===== src/rtl/eirq_pkg.sv =====
package eirq_pkg;

  typedef struct packed {
    logic pin_en;
    logic pol_rise;
    logic lvl_mode;
    logic irq_en;
  } eirq_ctrl_t;

  // True when a pin value matches the selected active sense.
  function automatic logic eirq_is_active(input logic pin, input logic pol_rise);
    return pin ~^ pol_rise;
  endfunction

endpackage


===== src/rtl/eirq_rst_sync.sv =====
module eirq_rst_sync #(
  parameter int unsigned STAGES = 2
) (
  input  logic clk,
  input  logic arst_n,
  output logic rst_n_o
);
  logic [STAGES-1:0] chain_q;
  logic [STAGES-1:0] chain_d;

  always_comb begin
    chain_d = {chain_q[STAGES-2:0], 1'b1};
  end

  always_ff @(posedge clk or negedge arst_n) begin
    if (!arst_n) chain_q <= '0;
    else         chain_q <= chain_d;
  end

  assign rst_n_o = chain_q[STAGES-1];
endmodule


===== src/rtl/eirq_sync.sv =====
module eirq_sync #(
  parameter int unsigned STAGES  = 2,
  parameter logic        RST_VAL = 1'b1
) (
  input  logic clk,
  input  logic rst_n,
  input  logic d_i,
  output logic q_o
);
  logic [STAGES-1:0] stg_q;
  logic [STAGES-1:0] stg_d;

  generate
    if (STAGES == 1) begin : g_single
      always_comb stg_d = d_i;
    end else begin : g_chain
      always_comb stg_d = {stg_q[STAGES-2:0], d_i};
    end
  endgenerate

  always_ff @(posedge clk or negedge rst_n) begin
    if (!rst_n) stg_q <= {STAGES{RST_VAL}};
    else        stg_q <= stg_d;
  end

  assign q_o = stg_q[STAGES-1];
endmodule


===== src/rtl/eirq_detect.sv =====
module eirq_detect #(
  parameter logic RST_VAL = 1'b1
) (
  input  logic clk,
  input  logic rst_n,
  input  logic sync_i,
  input  logic pin_en_i,
  input  logic pol_rise_i,
  input  logic lvl_mode_i,
  output logic set_o,
  output logic lvl_act_o
);
  import eirq_pkg::*;

  logic prev_q;
  logic prev_d;
  logic rose;
  logic fell;
  logic edge_hit;

  always_comb begin
    prev_d    = sync_i;
    rose      = sync_i & ~prev_q;
    fell      = ~sync_i & prev_q;
    edge_hit  = pol_rise_i ? rose : fell;
    lvl_act_o = eirq_is_active(sync_i, pol_rise_i);
    set_o     = pin_en_i & (edge_hit | (lvl_mode_i & lvl_act_o));
  end

  always_ff @(posedge clk or negedge rst_n) begin
    if (!rst_n) prev_q <= RST_VAL;
    else        prev_q <= prev_d;
  end
endmodule


===== src/rtl/eirq_flag.sv =====
module eirq_flag (
  input  logic clk,
  input  logic rst_n,
  input  logic set_i,
  input  logic ack_i,
  output logic flag_o
);
  logic flag_q;
  logic flag_d;

  always_comb begin
    flag_d = flag_q;
    if (ack_i) flag_d = 1'b0;
    if (set_i) flag_d = 1'b1;
  end

  always_ff @(posedge clk or negedge rst_n) begin
    if (!rst_n) flag_q <= 1'b0;
    else        flag_q <= flag_d;
  end

  assign flag_o = flag_q;

  a_r5_sticky: assert property (@(posedge clk) disable iff (!rst_n)
    flag_q && !ack_i |=> flag_q);

  a_r5_ack_clears: assert property (@(posedge clk) disable iff (!rst_n)
    ack_i && !set_i |=> !flag_q);

  a_r9_set_wins: assert property (@(posedge clk) disable iff (!rst_n)
    set_i |=> flag_q);
endmodule


===== src/rtl/eirq_pin_detector.sv =====
module eirq_pin_detector #(
  parameter int unsigned SYNC_STAGES     = 2,
  parameter int unsigned RST_SYNC_STAGES = 2,
  parameter logic        PIN_IDLE        = 1'b1
) (
  input  logic clk,
  input  logic rst_n,
  input  logic pin_i,
  input  logic pin_en_i,
  input  logic pol_rise_i,
  input  logic lvl_mode_i,
  input  logic irq_en_i,
  input  logic ack_i,
  output logic flag_o,
  output logic irq_o,
  output logic wake_o
);
  import eirq_pkg::*;

  eirq_ctrl_t ctrl;
  logic       rst_int_n;
  logic       pin_sync;
  logic       ev_set;
  logic       lvl_act;
  logic       flag;

  always_comb begin
    ctrl.pin_en   = pin_en_i;
    ctrl.pol_rise = pol_rise_i;
    ctrl.lvl_mode = lvl_mode_i;
    ctrl.irq_en   = irq_en_i;
  end

  eirq_rst_sync #(.STAGES(RST_SYNC_STAGES)) u_rst_sync (
    .clk     (clk),
    .arst_n  (rst_n),
    .rst_n_o (rst_int_n)
  );

  eirq_sync #(.STAGES(SYNC_STAGES), .RST_VAL(PIN_IDLE)) u_sync (
    .clk   (clk),
    .rst_n (rst_int_n),
    .d_i   (pin_i),
    .q_o   (pin_sync)
  );

  eirq_detect #(.RST_VAL(PIN_IDLE)) u_detect (
    .clk        (clk),
    .rst_n      (rst_int_n),
    .sync_i     (pin_sync),
    .pin_en_i   (ctrl.pin_en),
    .pol_rise_i (ctrl.pol_rise),
    .lvl_mode_i (ctrl.lvl_mode),
    .set_o      (ev_set),
    .lvl_act_o  (lvl_act)
  );

  eirq_flag u_flag (
    .clk    (clk),
    .rst_n  (rst_int_n),
    .set_i  (ev_set),
    .ack_i  (ack_i),
    .flag_o (flag)
  );

  assign flag_o = flag;
  assign irq_o  = flag & ctrl.irq_en;
  // Clock-free path: raw pin, no synchronizer.
  assign wake_o = ctrl.pin_en & eirq_is_active(pin_i, ctrl.pol_rise);

  a_r2_disabled_no_set: assert property (@(posedge clk) disable iff (!rst_int_n)
    !pin_en_i && !flag_o |=> !flag_o);

  a_r7_level_holds: assert property (@(posedge clk) disable iff (!rst_int_n)
    pin_en_i && lvl_mode_i && lvl_act |=> flag_o);

  a_r8_no_irq_without_flag: assert property (@(posedge clk) disable iff (!rst_int_n)
    !flag_o |-> !irq_o);
endmodule


===== config.mk =====
export PLATFORM = sky130hd
export DESIGN_NAME = eirq_pin_detector
export DESIGN_NICKNAME = d
export VERILOG_FILES = /design/src/rtl/eirq_pkg.sv /design/src/rtl/eirq_rst_sync.sv /design/src/rtl/eirq_sync.sv /design/src/rtl/eirq_detect.sv /design/src/rtl/eirq_flag.sv /design/src/rtl/eirq_pin_detector.sv
export SDC_FILE = /design/constraint.sdc
export NUM_CORES = 1
export LEC_CHECK = 0
export BUFFER_PORTS_ARGS = -buffer_cell sky130_fd_sc_hd__clkbuf_2
export CORE_AREA = 5 5 42 44
export CTS_BUF_LIST = sky130_fd_sc_hd__clkbuf_4
export DETAILED_ROUTE_END_ITERATION = 10
export DIE_AREA = 0 0 47 49
export PLACE_DENSITY_LB_ADDON = 0.12
export SETUP_SLACK_MARGIN = 0.15
export SLEW_MARGIN = 25
export SYNTH_ARGS = -nofsm -noshare
export SYNTH_HDL_FRONTEND = slang
export SYNTH_SLANG_ARGS = --single-unit

===== constraint.sdc =====
create_clock -name clk -period 0.8 [get_ports clk]
set_clock_uncertainty 0.15 [all_clocks]
set_input_delay 0.04 -clock clk [delete_from_list [all_inputs] [get_ports clk]]
set_output_delay 0.04 -clock clk [all_outputs]
set_load 0.01 [all_outputs]

### Word level (Yosys, flattened, before mapping)

Index checks and enable logic that the tools add are counted.

* muxes and demuxes: 3
* bitwise gates (word level): 11
* reduce and logical (&&, ||, !) cells: 1

Operators by type and width (number)
* AND 1 bit: 6
* 2-to-1 mux 1 bit: 3
* inverter 1 bit: 2
* nonzero test 2 bit: 1
* bitwise XNOR 1 bit: 2
* OR 1 bit: 1

* bits in registers: 6
* output and inout bits: 3
* logic and storage cells: 19

### Depth between registers and ports, before layout

Gate-level depths: netlist (run 1).

* depth in word-level cells: 6
* gate-level depth with buffers: 3
* mapped depth without buffers: 3

### Hierarchy

A second synthesis (run 1) with hierarchy kept.

* cell total of the unflattened synthesis: 18
* area total of the unflattened synthesis: 226.5 um^2

By module, submodules not included
* eirq_detect: times used 1, cells each 7, area an instance 62.6 um^2
* eirq_rst_sync: times used 1, cells each 3, area an instance 53.8 um^2
* eirq_sync: times used 1, cells each 2, area an instance 52.6 um^2
* eirq_flag: times used 1, cells each 3, area an instance 36.3 um^2
* eirq_pin_detector: times used 1, cells each 3, area an instance 21.3 um^2

### Worst setup path before layout (run 1)

OpenSTA, ideal clock, no wires.

* path kind: register to register
* from: register u_detect.prev_q
* to: register u_flag.flag_q (netlist: u_flag.flag_o)
* setup time: 127 ps
* arrival time: 763 ps
* required time: 523 ps
* setup slack: -239 ps
* cell stages (with the launch flop): 4
* clock period less this slack: 1039 ps
* cells stage by stage: dfstp_2 > xor2_1 > o211ai_1 > o21ai_1

* word-level cells in the longest chain between the ends: 6

RTL lines
* start, declared: RTL line eirq_detect.sv:15 `logic prev_q;`
* start signal, assigned: RTL line eirq_detect.sv:32 `else prev_q <= prev_d;`
* inverter 1 bit: RTL line eirq_detect.sv:23 `rose = sync_i & ~prev_q;`
* AND 1 bit: RTL line eirq_detect.sv:23
* 2-to-1 mux 1 bit *: RTL line eirq_detect.sv:25 `edge_hit = pol_rise_i ? rose : fell;`
* OR 1 bit *: RTL line eirq_detect.sv:27 `set_o = pin_en_i & (edge_hit | (lvl_mode_i & lvl_act_o));`
* AND 1 bit *: RTL line eirq_detect.sv:27
* 2-to-1 mux 1 bit or nonzero test 2 bit (tied branches)
* end signal, assigned: RTL line eirq_flag.sv:19 `else flag_q <= flag_d;`
* end, declared: RTL line eirq_flag.sv:8 `logic flag_q;`

Every way passes the cells marked *; elsewhere a longest branch is shown, timed or not.
A chain may end at the register's enable or synchronous reset.

### Final worst setup path (run 1)

Same ends and word-level chain as after synthesis.

==> results of run 1 <==
metrics by stage:
| stage | std cells | hold WS [ns] | setup WS (ns) | utilization [%] | area, um^2 |
|---|---|---|---|---|---|
| after floorplan | 15 | -0.406 | -0.239 | - | 215 |
| after global placement | 41 | -0.325 | -0.270 | 20.4 | 285 |
| after detailed placement | 41 | -0.324 | -0.275 | 20.4 | 285 |
| after CTS | 46 | -0.243 | -0.286 | 24.5 | 343 |
| after global routing | 46 | -0.249 | -0.313 | 24.9 | 349 |
| final | 46 | -0.231 | -0.269 | 24.9 | 349 |
path summary, 6_finish.rpt:
kind	from	end	depth (start not counted)
worst max-delay path	u_detect.prev_q	u_flag.flag_o	3
max in group asynchronous	u_rst_sync.chain_q[1]	u_sync.stg_q[0]	0
worst max register to register	u_detect.prev_q	u_flag.flag_o	3
worst min-delay path	pin_i	u_sync.stg_q[0]	1
worst min register to register	u_rst_sync.chain_q[1]	u_flag.flag_o	0
min in group asynchronous	u_rst_sync.chain_q[1]	u_flag.flag_o	0
state kept, by name, summed over array words and instances, names as in the netlist:
signal              flops
u_rst_sync.chain_q      2
u_detect.prev_q         1
u_sync.stg_q            2
u_flag.flag_o           1
layer usage:
metal | share of wire (%) | up-vias
met2 | 47 | 6
met3 | 13 | 2
met5 | 0 | -
met4 | 2.3 | 0
li1 | - | 77
met1 | 37 | 72
power by group:
part	internal (mW)	switching, mW
Sequential	0.330	0.0115
Combinational	0.0567	0.0336
Clock	0.223	0.110
Total	0.609	0.155
timing repair:
action,CTS,global route
setup endpoints to repair,6,6
hold endpoints to repair,5,5
pin swaps,2,0
gates resized for setup,2,4
kinds of logic (layout without fill, tap and decap cells):
family          Yosys count  in the layout  synth area share, %
other cells               1              1                 1.76
buf+inv                   1             16                 1.76
xor+xnor                  3              3                 12.4
simple gates              2              2                 5.88
flops                     6              6                 72.4
compound gates            2              2                 5.88
layout by cell type (no fill, tap or decap), drive strengths merged:
cell type	instances
o21ai	1
clkbuf	11
dfrtp	3
buf	3
xnor2	2
xor2	1
dfstp	3
o211ai	1
and2	2
dlygate4sd3	1
conb	1
inv	1
worst max-delay path, delay by kind of cell, from the launching register on:
family,cells,cell delay (ns)
AOI/OAI and AO/OA,2,0.23
DFF,1,0.52
xor gates and xnor gates,1,0.05
layout make-up:
class	count	area share, %
clock buffer	4	8.60
inverter	1	1.08
multi-input combinational	8	16.5
sequential	6	44.1
tap	16	5.73
timing repair buffer	11	24.0
==> flow_summary_export.csv, run 1 <==
group,metric,value,unit
flow_run,cap_violations,0,
finish,multiInputGateArea,57.6,um^2
die,start_util,15.2,%
power_and_ir_drop,p_total,0.764,mW
die,die_width,47,um
finish,synthToLayoutAreaGrowth,64.1,%
route,drt_wl_total,386,um
grt,grt_util_met3,3.69,%
die,die_h,49,um
hold_path,holdCritPathClass,"in -> reg",
sta,rsz0062_at_grt,"yes",
setup_path,setup.worst_path.class,"reg -> reg",
setup_path,rrSetupSlack,-0.27,ns
die,coreArea,1400,um^2
finish,drive_gt1_share,60.0,%
power_and_ir_drop,peakVddDrop,784,uV
sta,period_share,134,%
cts,hold_buffers,1,
route,first_iter_violations,0,
setup_path,worst-path-max-fanout,1,
cts,cts_setup_buffers,0,
setup_path,crit_required,0.77,ns
grt,use_met2,4.98,%
logic_synthesis,synth_area_leader_cell,"dfstp_2",
sta,setup_viol_count_final,3,
grt,busiest_layer,"met4",
logic_synthesis,async_reset_ff_share,100,%
die,num_rows,14,
logic_synthesis,synth_warnings,0,
logic_synthesis,synthDistinctLibCells,9,
finish,regArea,154,um^2
power_and_ir_drop,power.leakage,0.165,nW
sta,min_period,1.07,ns
logic_synthesis,yosys-top-cells-area,"dfstp_2, dfrtp_1, xnor2_1, and2_1, xor2_1",
logic_synthesis,yosys-top-cells-count,"dfrtp_1, dfstp_2, and2_1, xnor2_1",
finish,n_antenna_cell,0,
logic_synthesis,synthCells,15,
cts,clockBufferDepth,2,
cts,clockRootBuffer,"clkbuf_4",
finish,nNetsFinal,39,
status,status,"finished, violations left",
setup_path,worst_path_max_delay_cell,"dfstp_2",
logic_synthesis,synth-seq-cells,6,
cts,cts_sinks,6,
grt,grt_pass1_wl,614,um
cts,path_clk_slew,0.05,ns
sta,fmax,935,MHz
logic_synthesis,syn-num-nets,23,
route,dr.pass1.iters,1,
die,dieArea,2300,um^2
route,avgRoutedWirePerCell,8.39,um
grt,antenna_found_initial,0,
route,ant_nets,0,
logic_synthesis,seq_area_frac_synth,72.4,%
logic_synthesis,synth_edf_count,0,
power_and_ir_drop,powerDensity,2190,nW/um^2
logic_synthesis,syn-cell-area,213,um^2
sta,worst_slack,-0.269,ns
status,violations,"hold timing, setup timing",
route,vias,157,
logic_synthesis,post_synth.cell_area_avg,14.2,um^2
setup_path,critPathLaunchType,"flop",
grt,grt_use_met1,3.59,%
sta,hold_viol_final,5,
placement,gp_congestion,0.695,
finish,fillers,160,
cts,h-tree-depth,1,
logic_synthesis,ys.flop_type,"dfstp_2",
setup_path,crit_chain,"xor2_1 -> o211ai_1 -> o21ai_1",
cts,cts_tree,"built",
grt,grt_max_degree,5,
die,ioPinCount,11,
route,via_per_inst,3.41,
sta,fin_hold_ws,-0.231,ns
setup_path,cp.arrival,1.04,ns
grt,grt_usage,4.68,%
cts,cts_inserted_buffers,3,
logic_synthesis,synth_top_area_share,37.1,%
placement,port-buffer-count,10,
route,drc,0,
setup_path,endpoint_kind,"flop",
setup_path,critPathMaxStageDelay,0.52,ns
cts,clock_latency,0.24,ns
sta,finalSetupTns,-0.683,ns
grt,grt_overflow,0,
sta,drv_slew,0,
grt,grt_pass1_vias,144,
Power figures use the tool's default switching activity.
==> run 2, diff against run 1 <==
==> constraint.sdc (replaced) <==
create_clock -name clk -period 0.8 [get_ports clk]
set_clock_uncertainty 0.15 [all_clocks]
set_input_delay 0.12 -clock clk [delete_from_list [all_inputs] [get_ports clk]]
set_output_delay 0.12 -clock clk [all_outputs]
set_load 0.01 [all_outputs]
==> flow_summary_export.csv, run 2 (synthesized netlist as in run 1, its figures left out) <==
group,metric,value,unit
finish,synthToLayoutAreaGrowth,82.9,%
finish,fin_cells,48,
setup_path,reg2reg_from,"u_detect.prev_q",
route,dr.pass1.iters,1,
cts,path_clk_slew,0.05,ns
route,vias,161,
placement,place_hpwl,343,um
power_and_ir_drop,power.leakage,0.186,nW
finish,n_antenna_cell,0,
die,start_util,15.2,%
power_and_ir_drop,pwr-share-clk,41.5,%
cts,clockRootBuffer,"clkbuf_4",
die,ioPinCount,11,
cts,hold_buffers,1,
grt,grt_usage,4.47,%
route,drc,0,
setup_path,rrSetupSlack,-0.28,ns
cts,cts_inserted_buffers,3,
power_and_ir_drop,netSwitchingPower,0.166,mW
finish,final_cell_mix,"clkbuf_2, clkbuf_4, buf_6, dfstp_2, dfrtp_1",
grt,grt_pass1_wl,607,um
cts,h-tree-depth,1,
die,dieArea,2300,um^2
sta,rsz0062_at_grt,"yes",
cts,clock_latency,0.24,ns
placement,gp_congestion,0.651,
route,ant_nets,0,
sta,fin_hold_ws,-0.171,ns
finish,nNetsFinal,41,
placement,port-buffer-count,10,
die,die_h,49,um
cts,cts_sinks,6,
sta,period_share,142,%
status,violations,"hold timing, setup timing",
sta,min_period,1.13,ns
sta,setup_viol_count_final,4,
route,via_per_inst,3.35,
status,status,"finished, violations left",
die,coreArea,1400,um^2
route,drt_wl_total,429,um
power_and_ir_drop,intPower,0.641,mW
finish,drive_gt1_share,68.8,%
die,num_rows,14,
placement,numPlacedInstances,41,
grt,grt_pass1_vias,143,
route,avgRoutedWirePerCell,8.94,um
route,first_iter_violations,0,
power_and_ir_drop,p_comb_share,16.3,%
sta,worst_slack,-0.333,ns
setup_path,reg2regPathDepth,3,
setup_path,worst-path-max-fanout,2,
setup_path,worstReg2RegEnd,"u_flag.flag_o",
flow_run,cap_violations,0,
sta,hold_viol_final,3,
grt,grt_overflow,0,
setup_path,critPathLaunchType,"flop",
power_and_ir_drop,peakVddDrop,803,uV
setup_path,crit_required,0.53,ns
power_and_ir_drop,powerDensity,2070,nW/um^2
finish,final_common_cell,"clkbuf_2",
die,die_width,47,um
hold_path,holdCritPathClass,"in -> reg",
sta,fmax,883,MHz
setup_path,setup.worst_path.class,"reg -> out",
cts,cts_tree,"built",
finish,reg.largest.list,"u_rst_sync.chain_q: 2 flops, u_sync.stg_q: 2 flops",
cts,clockBufferDepth,2,
hold_path,worstHoldStart,"pin_i",
sta,drv_slew,0,
hold_path,hold_end,"u_sync.stg_q[0]",
setup_path,cp.arrival,0.86,ns
hold_path,whs_path_depth,1,
grt,antenna_found_initial,0,
grt,grt_max_degree,5,
setup_path,endpoint_kind,"output pin",
power_and_ir_drop,seqPwrFrac,42.2,%
power_and_ir_drop,sw_frac_of_total,20.6,%
==> run 2: power groups by stage <==
stage / Sequential [mW] / Clock, mW / Combinational (mW)
CTS: 0.341 / 0.364 / 0.107
detailed placement: 0.347 / 0 / 0.0838
floorplan: 0.348 / 0 / 0.0390
global placement: 0.347 / 0 / 0.0828
global route: 0.344 / 0.367 / 0.140
finish: 0.341 / 0.335 / 0.131
==> run 2: area by class of cell <==
class,instances,area (um^2)
Fill cell,157,1010
Sequential cell,6,154
Timing Repair Buffer,13,114
Multi-Input combinational cell,8,67.6
Clock buffer,4,30.0
Tap cell,16,20.0
Inverter,1,3.75
==> run 2: what timing repair did <==
item                                   CTS  global route
gates cloned                             0             0
endpoints found under the hold margin    5             3
setup endpoints to repair                6             6
gates resized for setup                  3             8
setup buffers                            1             1
pin swaps                                2             3
==> run 2: stage by stage <==
step	area [um^2]	worst slack [ns]	setup TNS [ns]	power [mW]	util [%]
global placement	295	-0.264	-0.485	0.430	21.1
CTS	360	-0.371	-1.13	0.812	25.7
global route	389	-0.374	-1.13	0.852	27.8
floorplan	225	-0.239	-0.266	0.387	-
detailed placement	295	-0.292	-0.528	0.431	21.1
finish	389	-0.333	-1.01	0.807	27.8
==> run 2: worst max-delay path, stage by stage, from the launching register on <==
cell	delay [ns]
dfrtp_1	0.37
buf_4	0.14
buf_6	0.11
==> run 2: worst max path at each step <==
stage,from,end,cells past startpoint
5_1_grt,u_flag.flag_o,flag_o,2
3_5_place_dp,u_detect.prev_q,u_flag.flag_o,3
3_3_place_gp,u_detect.prev_q,u_flag.flag_o,3
2_1_floorplan,u_detect.prev_q,u_flag.flag_o,3
4_1_cts,u_flag.flag_o,irq_o,2
6_report,u_flag.flag_o,flag_o,2
==> run 2: routing by layer <==
layer	vias up	routed length [um]	GRT usage [%]
li1	78	-	-
met1	77	162	4.27
met2	6	220	4.52
met3	0	45	3.32
met4	0	0	6.91
met5	-	0	0
==> run 3, diff against run 2 <==
--- a/config.mk
+++ b/config.mk
@@ -15,4 +15,5 @@
 export SLEW_MARGIN = 25
 export SYNTH_ARGS = -nofsm -noshare
 export SYNTH_HDL_FRONTEND = slang
+export SYNTH_HIERARCHICAL = 1
 export SYNTH_SLANG_ARGS = --single-unit
==> flow_summary_export.csv, run 3 <==
group,metric,value,unit
finish,n_antenna_cell,0,
setup_path,cp.arrival,0.87,ns
grt,grt_usage,4.54,%
sta,rsz0062_at_grt,"yes",
cts,clockBufferDepth,2,
die,ioPinCount,11,
finish,fillers,162,
finish,reg.largest.list,"u_rst_sync/chain_q: 2 flops, u_sync/stg_q: 2 flops",
setup_path,worstSetupStartpoint,"u_flag/flag_o",
die,die_h,49,um
die,coreArea,1400,um^2
power_and_ir_drop,peakVddDrop,653,uV
cts,path_clk_slew,0.05,ns
grt,grt_pass1_wl,690,um
cts,hold_buffers,1,
sta,hold_viol_final,3,
finish,nNetsFinal,43,
setup_path,reg2reg_from,"u_sync/stg_q[1]",
cts,clock_latency,0.24,ns
route,vias,177,
grt,antenna_found_initial,0,
route,first_iter_violations,1,
setup_path,worst-path-max-fanout,3,
finish,final_common_cell,"clkbuf_2",
logic_synthesis,synthCells,17,
route,drc,0,
logic_synthesis,post_synth.cell_area_avg,12.8,um^2
sta,fin_hold_ws,-0.0952,ns
cts,cts_tree,"built",
setup_path,critPathLaunchType,"flop",
grt,busiest_layer,"met2",
status,status,"finished, violations left",
sta,period_share,143,%
setup_path,crit_required,0.53,ns
sta,setup_viol_count_final,4,
cts,cts_inserted_buffers,3,
cts,cts_sinks,6,
finish,synthToLayoutAreaGrowth,74.1,%
grt,grt_use_met1,4.05,%
die,num_rows,14,
setup_path,endpoint_kind,"output pin",
grt,use_met2,6.33,%
route,ant_nets,0,
sta,min_period,1.14,ns
finish,drive_gt1_share,61.8,%
power_and_ir_drop,p_total,0.769,mW
power_and_ir_drop,powerDensity,2030,nW/um^2
logic_synthesis,syn-num-nets,25,
route,via_per_inst,3.54,
placement,gp_congestion,0.551,
die,start_util,15.5,%
sta,fmax,876,MHz
logic_synthesis,syn-cell-area,218,um^2
logic_synthesis,synth_warnings,6,
sta,drv_slew,0,
status,violations,"hold timing, setup timing",
setup_path,setup.worst_path.class,"reg -> out",
route,dr.pass1.iters,2,
sta,worst_slack,-0.342,ns
hold_path,holdCritPathClass,"reg -> async",
finish,fin_cells,50,
die,die_width,47,um
grt,grt_pass1_vias,184,
placement,port-buffer-count,10,
grt,grt_overflow,0,
flow_run,cap_violations,0,
finish,final_cell_mix,"clkbuf_2, clkbuf_4, dfstp_2, dfrtp_1",
cts,clockRootBuffer,"clkbuf_4",
cts,h-tree-depth,1,
grt,grt_util_met3,4.43,%
power_and_ir_drop,power.leakage,0.192,nW
die,dieArea,2300,um^2
grt,grt_max_degree,5,
route,avgRoutedWirePerCell,7.90,um
finish,fin_util,27.1,%
route,drt_wl_total,395,um
placement,numPlacedInstances,44,
[run 3: worst paths after layout]
kind                                         end  slack [ns]  cells after the start
hold reg to reg                    u_flag/flag_o        -0.1                      0
min in group clk                 u_sync/stg_q[0]       -0.07                      2
max in group asynchronous  u_rst_sync/chain_q[0]        0.35                      2
setup / recovery                           irq_o       -0.34                      2
hold / removal                     u_flag/flag_o        -0.1                      0
setup reg to reg                   u_flag/flag_o       -0.32                      4
[run 3: what timing repair did]
item                                    in CTS  in global routing
resized for setup                            2                  5
hold endpoints to repair                     5                  3
setup buffers                                0                  1
pin swaps                                    6                  3
gates cloned                                 0                  0
endpoints found under the setup margin       6                  6
[run 3: per-layer routing]
layer	wire [um]	vias up	part of all wire, %
met5	0	-	0
li1	-	89	-
met1	138	82	35
met4	0	0	0
met2	219	6	55
met3	38	0	9.6
[run 3: final cells by class]
type                    count  area [um^2]  share of cell area, %
multi-input cells          10         70.1                   18.5
repair buffers             13          101                   26.7
flip-flops and latches      6          154                   40.6
well taps                  16         20.0                   5.28
clock buffers               4         30.0                   7.92
inverters                   1         3.75                  0.990
[run 3: stage by stage]
stage / area [um^2] / setup TNS, ns / hold WS [ns] / setup WS (ns)
6_report: 379 / -0.944 / -0.0952 / -0.342
3_5_place_dp: 305 / -0.571 / -0.244 / -0.343
4_1_cts: 363 / -1.05 / -0.0851 / -0.364
3_3_place_gp: 305 / -0.534 / -0.243 / -0.319
5_1_grt: 379 / -1.10 / -0.0877 / -0.384
2_1_floorplan: 228 / -0.345 / -0.326 / -0.283
[run 3: worst max-delay path, cell delays in order (launching register included)]
cell and delay (ns):
dfrtp_1 0.38, and2_1 0.13, clkbuf_2 0.12
[run 3: where the power goes]
part	internal [mW]	total, mW	switching (mW)
Clock	0.223	0.331	0.109
Combinational	0.0654	0.0990	0.0336
Sequential	0.329	0.339	0.0104
